### config.mk
export PLATFORM = sky130hd
export DESIGN_NAME = atr_gpio_bank
export DESIGN_NICKNAME = d
export VERILOG_FILES = /design/src/rtl/atr_gpio_pkg.sv /design/src/rtl/atr_gpio_regs.sv /design/src/rtl/atr_gpio_sync.sv /design/src/rtl/atr_gpio_outmux.sv /design/src/rtl/atr_gpio_bank.sv
export SDC_FILE = /design/constraint.sdc
export NUM_CORES = 1
export LEC_CHECK = 0
export BUFFER_PORTS_ARGS = -buffer_cell sky130_fd_sc_hd__buf_2
export CORE_MARGIN = 4
export CORE_UTILIZATION = 57
export DETAILED_ROUTE_END_ITERATION = 10
export PLACE_DENSITY = 0.78
export SETUP_SLACK_MARGIN = 0.2
export SYNTH_ARGS = -nofsm -noshare
export SYNTH_HDL_FRONTEND = slang
export SYNTH_SLANG_ARGS = --single-unit
### constraint.sdc
create_clock -name clk -period 2.02 [get_ports clk]
set_input_delay 0.505 -clock clk [delete_from_list [all_inputs] [get_ports clk]]
set_output_delay 0.505 -clock clk [all_outputs]
set_load 0.02 [all_outputs]
### src/rtl/atr_gpio_pkg.sv
package atr_gpio_pkg;
  localparam int ADDR_W  = 3;
  localparam int NUM_CFG = 7;

  typedef enum logic [ADDR_W-1:0] {
    A_SEL  = 3'd0,
    A_DIR  = 3'd1,
    A_IDLE = 3'd2,
    A_RXV  = 3'd3,
    A_TXV  = 3'd4,
    A_FDX  = 3'd5,
    A_MAN  = 3'd6,
    A_PINS = 3'd7
  } reg_addr_e;

  typedef enum logic [1:0] {
    ST_IDLE = 2'b00,
    ST_RX   = 2'b01,
    ST_TX   = 2'b10,
    ST_FDX  = 2'b11
  } trx_state_e;
endpackage

### src/rtl/atr_gpio_regs.sv
module atr_gpio_regs
  import atr_gpio_pkg::*;
#(
  parameter int W = 11
) (
  input  logic                          clk,
  input  logic                          rst,
  input  logic                          wr_en,
  input  logic [ADDR_W-1:0]             wr_addr,
  input  logic [W-1:0]                  wr_data,
  input  logic [W-1:0]                  wr_mask,
  output logic [NUM_CFG-1:0][W-1:0]     cfg_q
);

  // one masked register per address; address 7 has no storage
  for (genvar g = 0; g < NUM_CFG; g++) begin : g_cfg
    always_ff @(posedge clk) begin
      if (rst) begin
        cfg_q[g] <= '0;
      end else if (wr_en && (wr_addr == ADDR_W'(g))) begin
        cfg_q[g] <= (cfg_q[g] & ~wr_mask) | (wr_data & wr_mask);
      end
    end
  end

  // bits outside the mask survive a write to the control-select register
  a_r2_mask_keeps: assert property (@(posedge clk) disable iff (rst)
    (wr_en && wr_addr == A_SEL) |=>
      ((cfg_q[0] & ~$past(wr_mask)) == ($past(cfg_q[0]) & ~$past(wr_mask))));

  // a write aimed at the readback address leaves storage untouched
  a_r4_pins_write_ignored: assert property (@(posedge clk) disable iff (rst)
    (wr_en && wr_addr == A_PINS) |=> $stable(cfg_q));

endmodule

### src/rtl/atr_gpio_sync.sv
module atr_gpio_sync #(
  parameter int W = 11
) (
  input  logic         clk,
  input  logic         rst,
  input  logic [W-1:0] async_in,
  output logic [W-1:0] sync_out
);

  logic [W-1:0] meta_q;
  logic [W-1:0] stab_q;

  always_ff @(posedge clk) begin
    if (rst) begin
      meta_q <= '0;
      stab_q <= '0;
    end else begin
      meta_q <= async_in;
      stab_q <= meta_q;
    end
  end

  assign sync_out = stab_q;

  // readback trails the pin by exactly two sampling edges
  a_r4_two_stage: assert property (@(posedge clk) disable iff (rst)
    !$past(rst) |=> (sync_out == $past(async_in, 2)));

endmodule

### src/rtl/atr_gpio_outmux.sv
module atr_gpio_outmux
  import atr_gpio_pkg::*;
#(
  parameter int W = 11
) (
  input  logic         clk,
  input  logic         rst,
  input  logic         rx_active,
  input  logic         tx_active,
  input  logic [W-1:0] sel,
  input  logic [W-1:0] dir,
  input  logic [W-1:0] v_idle,
  input  logic [W-1:0] v_rx,
  input  logic [W-1:0] v_tx,
  input  logic [W-1:0] v_fdx,
  input  logic [W-1:0] man,
  output logic [W-1:0] pin_out,
  output logic [W-1:0] pin_oe
);

  trx_state_e   state;
  logic [W-1:0] state_val;
  logic [W-1:0] drive;

  assign state = trx_state_e'({tx_active, rx_active});

  always_comb begin
    unique case (state)
      ST_IDLE: state_val = v_idle;
      ST_RX:   state_val = v_rx;
      ST_TX:   state_val = v_tx;
      default: state_val = v_fdx;
    endcase
  end

  for (genvar i = 0; i < W; i++) begin : g_bit
    assign drive[i] = sel[i] ? state_val[i] : man[i];
  end

  always_ff @(posedge clk) begin
    if (rst) begin
      pin_out <= '0;
      pin_oe  <= '0;
    end else begin
      pin_out <= drive;
      pin_oe  <= dir;
    end
  end

  // no pin is enabled whose direction bit was 0 on the previous edge
  a_r7_input_not_driven: assert property (@(posedge clk) disable iff (rst)
    !$past(rst) |-> ((pin_oe & ~$past(dir)) == '0));

  // manually owned pins follow the manual register of the previous cycle
  a_r6_manual_follows: assert property (@(posedge clk) disable iff (rst)
    !$past(rst) |-> ((pin_out & ~$past(sel)) == ($past(man) & ~$past(sel))));

  // an automatic pin in idle takes the idle value
  a_r5_idle_value: assert property (@(posedge clk) disable iff (rst)
    (!rx_active && !tx_active) |=> ((pin_out & $past(sel)) == ($past(v_idle) & $past(sel))));

endmodule

### src/rtl/atr_gpio_bank.sv
module atr_gpio_bank
  import atr_gpio_pkg::*;
#(
  parameter int W = 11
) (
  input  logic              clk,
  input  logic              rst,
  input  logic              wr_en,
  input  logic              rd_en,
  input  logic [ADDR_W-1:0] addr,
  input  logic [W-1:0]      wr_data,
  input  logic [W-1:0]      wr_mask,
  output logic [W-1:0]      rd_data,
  input  logic              rx_active,
  input  logic              tx_active,
  input  logic [W-1:0]      pin_in,
  output logic [W-1:0]      pin_out,
  output logic [W-1:0]      pin_oe
);

  logic [NUM_CFG-1:0][W-1:0] cfg;
  logic [W-1:0]              pins_sync;

  atr_gpio_regs #(.W(W)) u_regs (
    .clk     (clk),
    .rst     (rst),
    .wr_en   (wr_en),
    .wr_addr (addr),
    .wr_data (wr_data),
    .wr_mask (wr_mask),
    .cfg_q   (cfg)
  );

  atr_gpio_sync #(.W(W)) u_sync (
    .clk      (clk),
    .rst      (rst),
    .async_in (pin_in),
    .sync_out (pins_sync)
  );

  atr_gpio_outmux #(.W(W)) u_mux (
    .clk       (clk),
    .rst       (rst),
    .rx_active (rx_active),
    .tx_active (tx_active),
    .sel       (cfg[A_SEL]),
    .dir       (cfg[A_DIR]),
    .v_idle    (cfg[A_IDLE]),
    .v_rx      (cfg[A_RXV]),
    .v_tx      (cfg[A_TXV]),
    .v_fdx     (cfg[A_FDX]),
    .man       (cfg[A_MAN]),
    .pin_out   (pin_out),
    .pin_oe    (pin_oe)
  );

  // registered read port; sees contents from before a same-cycle write
  always_ff @(posedge clk) begin
    if (rst) begin
      rd_data <= '0;
    end else if (rd_en) begin
      if (addr == A_PINS) rd_data <= pins_sync;
      else                rd_data <= cfg[addr];
    end
  end

  // read data holds between strobes
  a_r3_rd_hold: assert property (@(posedge clk) disable iff (rst)
    !rd_en |=> $stable(rd_data));

  // read of the direction register alongside its write returns the old value
  a_r9_read_old: assert property (@(posedge clk) disable iff (rst)
    (rd_en && wr_en && addr == A_DIR) |=> (rd_data == $past(cfg[A_DIR])));

endmodule

# Word level (Yosys, flattened, before mapping)
# Cells that the tools add are included.
# word_totals
ff_bits	132
input_bits	42
elab_cells	62
# op_classes
n_lt_le_gt_ge	1
n_eq_ne	9
mux	15
bitwise_logic	16
n_reduce_logical	9
# op_table
op	n
11-bit bitwise AND	8
11-bit OR	7
11-bit binary-select mux with 3-bit select	1
11-bit one-hot mux with 3 select lines	1
11-bit 2-to-1 mux	2
3-bit equality test, second input constant	4
1-bit 2-to-1 mux	11
11-bit NOT	1
1-bit logical AND	7
3-bit by 2-bit equality test with 1-bit output, second input constant	2
3-bit by 4-bit less-than comparator with 1-bit output, second input constant	1
3-bit by 1-bit equality test with 1-bit output, second input constant	1
3-bit zero test	1
2-bit by 1-bit equality test with 1-bit output, second input constant	1
2-bit equality test, second input constant	1
2-bit zero test	1

# Depth between registers and ports, before layout
# logic_depth
depth_word	3
ltp_mapped	6

# Modules after synthesis
# From an unflattened synthesis, not the netlist that was laid out.
# unflattened
hier_cells	609
hier_area_um2	6329.8
# by_module_without_submodules
mod	n_inst	cells_each	area_each_um2
atr_gpio_regs	1	342	3343.2
atr_gpio_outmux	1	108	1193.6
atr_gpio_bank	1	113	1152.4
atr_gpio_sync	1	46	640.6

# Worst setup path before layout
# OpenSTA, ideal clock, no wires.
# synth_path
path_kind	input -> register
from	in rx_active
to	reg u_mux.pin_out[0]
setup_time_ns	0.128
t_arrival_ns	1.468
t_required_ns	1.892
setup_slack_ns	0.424
path_stages	4
path_cell_list	buf_2 > mux4_2 > mux2i_1 > nor2_1
# synth_between
elab_chain_len	3
elab_cells_between_ends	5
cone_classes	eq/ne: 2; mux: 2; reduce/logical: 1
# synth_rtl
element	line_no	source
start, declared	atr_gpio_bank.sv:14	input logic rx_active,
2-bit equality test, or another cell as far along	atr_gpio_outmux.sv:28	unique case (state)
11-bit one-hot mux with 3 select lines (*)	atr_gpio_outmux.sv:28	
1-bit 2-to-1 mux (*)	atr_gpio_outmux.sv:37	assign drive[i] = sel[i] ? state_val[i] : man[i];
end signal, assigned	atr_gpio_outmux.sv:45	pin_out <= drive;
end, declared	atr_gpio_outmux.sv:17	output logic [W-1:0] pin_out,
# Every way passes the cells marked *; elsewhere a longest branch is shown, timed or not.
# A chain may end at the register's enable or synchronous reset.

# Worst setup path in the final report
# layout_path
from	reg u_mux.pin_out[3]
to	out pin_out[3]
# layout_lines
element	line_no	source
end, declared	atr_gpio_bank.sv:17	output logic [W-1:0] pin_out,
# No word-level cell between the ends.

==> impl_metrics.toml <==
[yosys]
synth_fp_nets = 714
yosysSeqAreaShare_pct = 45.80
yosysWarnings = 0
synth_seq_cells = 132
synth.distinct_cells = 23
mappedNetlistArea_sq_mm = 0.005769
postSynthAreaPerCell_sq_um = 8.585
postSynthCellCount = 672

[placed_design]
hpwl_um = 10420
dp.cells = 850
numPortBuffers = 74
gp_congestion = 0.8748

[timing]
relSlewSlack_pct = 45.08
worst_pin_slew_ns = 0.8222
period_share_pct = 78.48
finalHoldViolations = 0
fin_skew_ns = 0.008199
finalSetupViolCount = 0
clock.fmax_mhz = 630.8
rsz0062_at_grt = "false"
fin_tns_setup_ns = 0
fin_crit_ns = 1.585
slew_viol_final = 0

[clocking]
tritoncts = "done"
clock_latency_ns = 0.54
cts_sinks = 132
cts_buffer_depth = 2
postCtsHoldBufs = 0
cts_max_level = 4
clkTransAtPathRegs_ns = 0.06
cts_buffers = 17
cts_root_buf = "clkbuf_8"
cts_setup_buffers = 0
cts_resized = 0

[setup_path]
path_depth = 1
max_stage_delay_ns = 0.37
crit_buf_inv = 1
reg2reg_depth = 4
worstPathMaxFanout = 1
slowest_stage = "dfxtp_1"
arrival_ns = 1.08
path_cells = "buf_2"
rrSetupSlack_ns = 0.83
critPathLaunchType = "flip-flop"
worstSetupEndpointType = "output port"
crit_type = "flip-flop to output port"
worst_ep_required_time_ns = 1.51
cp-startpoint = "u_mux.pin_out[3]"
crit_family = "flip-flops"

[die]
num_io_pins = 75
rows = 36
start_util_pct = 58.75
die_w_um = 108.6
dieArea_sq_mm = 0.01180
fp.dieH_um = 108.6
coreArea_sq_mm = 0.009819

[pwr]
p_comb_share_pct = 8.1
p_int_mw = 4.677
power.static_leakage_nw = 2.577
peakVddDrop_v = 0.0005480
switching_share_pct = 23.52
clkPwrFrac_pct = 47.8
powerDensity_mw_per_mm2 = 890.3
switchingPower_mw = 1.438
finalPower_mw = 6.115
power_frac_seq_pct = 44.1

[routing]
wire_per_inst_um = 17.61
ant_nets = 0
post-route-drc-count = 0
dr.pass1.iters = 5
drtIter0Drc = 608
routed_wl_um = 15520
viasPerCell = 5.888
num_vias = 5187

[global_route]
antenna_found_initial = 0
grt_max_degree = 90
grt_pass1_wl_um = 25190
track_usage_pct = 27.87
gr-total-overflow = 0
grt_pass1_vias = 5019

[cells_and_area]
fillCellCount = 773
diodes = 0
drive_gt1_share_pct = 20.99
final_cells = 881
syn2layout_area_growth_pct = 19.04
nets = 778

[run_status]
status = "complete, no violations"

[min_path]
worstHoldPathCells = 2
min_from = "pin_in[0]"
hold_path_class = "input pin to flip-flop"

[job]
maxCapViolCount = 0
==> cell families after synthesis <==
logic type / count (synthesis) / share of synthesized area (%)
flops: 132 / 45.80
mux: 55 / 11.93
simple gates: 297 / 23.29
compound gates: 121 / 13.84
buf+inv: 67 / 5.140
==> power by group through the flow <==
stage	clock network (mW)	registers, mW	logic [mW]
floorplan	0	2.76	0.284
global placement	0	2.75	0.471
detailed placement	0	2.75	0.483
CTS	2.94	2.69	0.490
global route	3.06	2.70	0.538
finish	2.92	2.70	0.497
==> cell usage in the layout (no fill, tap or decap), drive strengths merged <==
| cell type | count |
|---|---|
| nand2 | 154 |
| a21oi | 77 |
| inv | 11 |
| mux2i | 44 |
| nand3 | 66 |
| dfxtp | 132 |
| nor2b | 34 |
| clkinv | 7 |
| nor4b | 1 |
| a22oi | 11 |
| nand2b | 1 |
| mux4 | 11 |
| and4b | 3 |
| o221ai | 11 |
| bufinv | 2 |
| a31oi | 11 |
| and3 | 1 |
| and4bb | 3 |
| nor2 | 34 |
| a311oi | 11 |
| clkbuf | 21 |
| clkinvlp | 1 |
| buf | 101 |
==> stage by stage <==
step	utilization, %	hold slack (ns)	setup slack [ns]	area [sq um]
6_report	69.94	0.1799	0.4348	6868
3_5_place_dp	64.18	0.4353	0.0004079	6302
5_1_grt	69.94	0.1868	0.3891	6868
3_3_place_gp	64.18	0.4256	0.03033	6302
4_1_cts	69.94	0.1705	0.4233	6868
2_1_floorplan	-	0.4138	0.4241	5769
==> Yosys cell counts <==
library cell | count | area share (%)
a21oi_1 | 77 | 6.7
a22oi_1 | 11 | 1.4
a311oi_2 | 11 | 2.9
a31oi_1 | 11 | 1.2
and3_1 | 1 | 0.11
and4b_1 | 3 | 0.52
and4bb_2 | 3 | 0.65
buf_1 | 1 | 0.065
buf_2 | 15 | 1.3
buf_4 | 1 | 0.13
buf_6 | 3 | 0.59
clkbuf_1 | 36 | 2.3
dfxtp_1 | 132 | 46
inv_1 | 11 | 0.72
mux2i_1 | 44 | 7.6
mux4_2 | 11 | 4.3
nand2_1 | 154 | 10
nand2b_1 | 1 | 0.11
nand3_1 | 66 | 5.7
nor2_1 | 34 | 2.2
nor2b_1 | 34 | 3.7
nor4b_2 | 1 | 0.26
o221ai_1 | 11 | 1.7
==> final timing paths <==
check                                           to
worst min-delay path              u_sync.meta_q[0]
worst max-delay path                    pin_out[3]
worst min register to register  u_sync.sync_out[0]
worst max register to register          rd_data[0]
==> final cells by class <==
type | count | area, sq um | share of cell area, %
clock inverters | 10 | 106.4 | 1.549
multi-input cells | 473 | 2839 | 41.34
clock buffers | 21 | 459.2 | 6.686
well taps | 133 | 166.4 | 2.423
repair buffers | 101 | 613.1 | 8.927
flip-flops and latches | 132 | 2643 | 38.48
inverters | 11 | 41.29 | 0.6012
==> layer usage <==
layer  vias up  global-route usage (%)  wire length [um]
met3        45                   8.597              1442
met4         0                   12.89               465
met5         -                       0                 0
met2       273                   42.54              7103
met1      2420                   36.13              6506
li1       2449                       -                 -
Power figures use the tool's default switching activity.
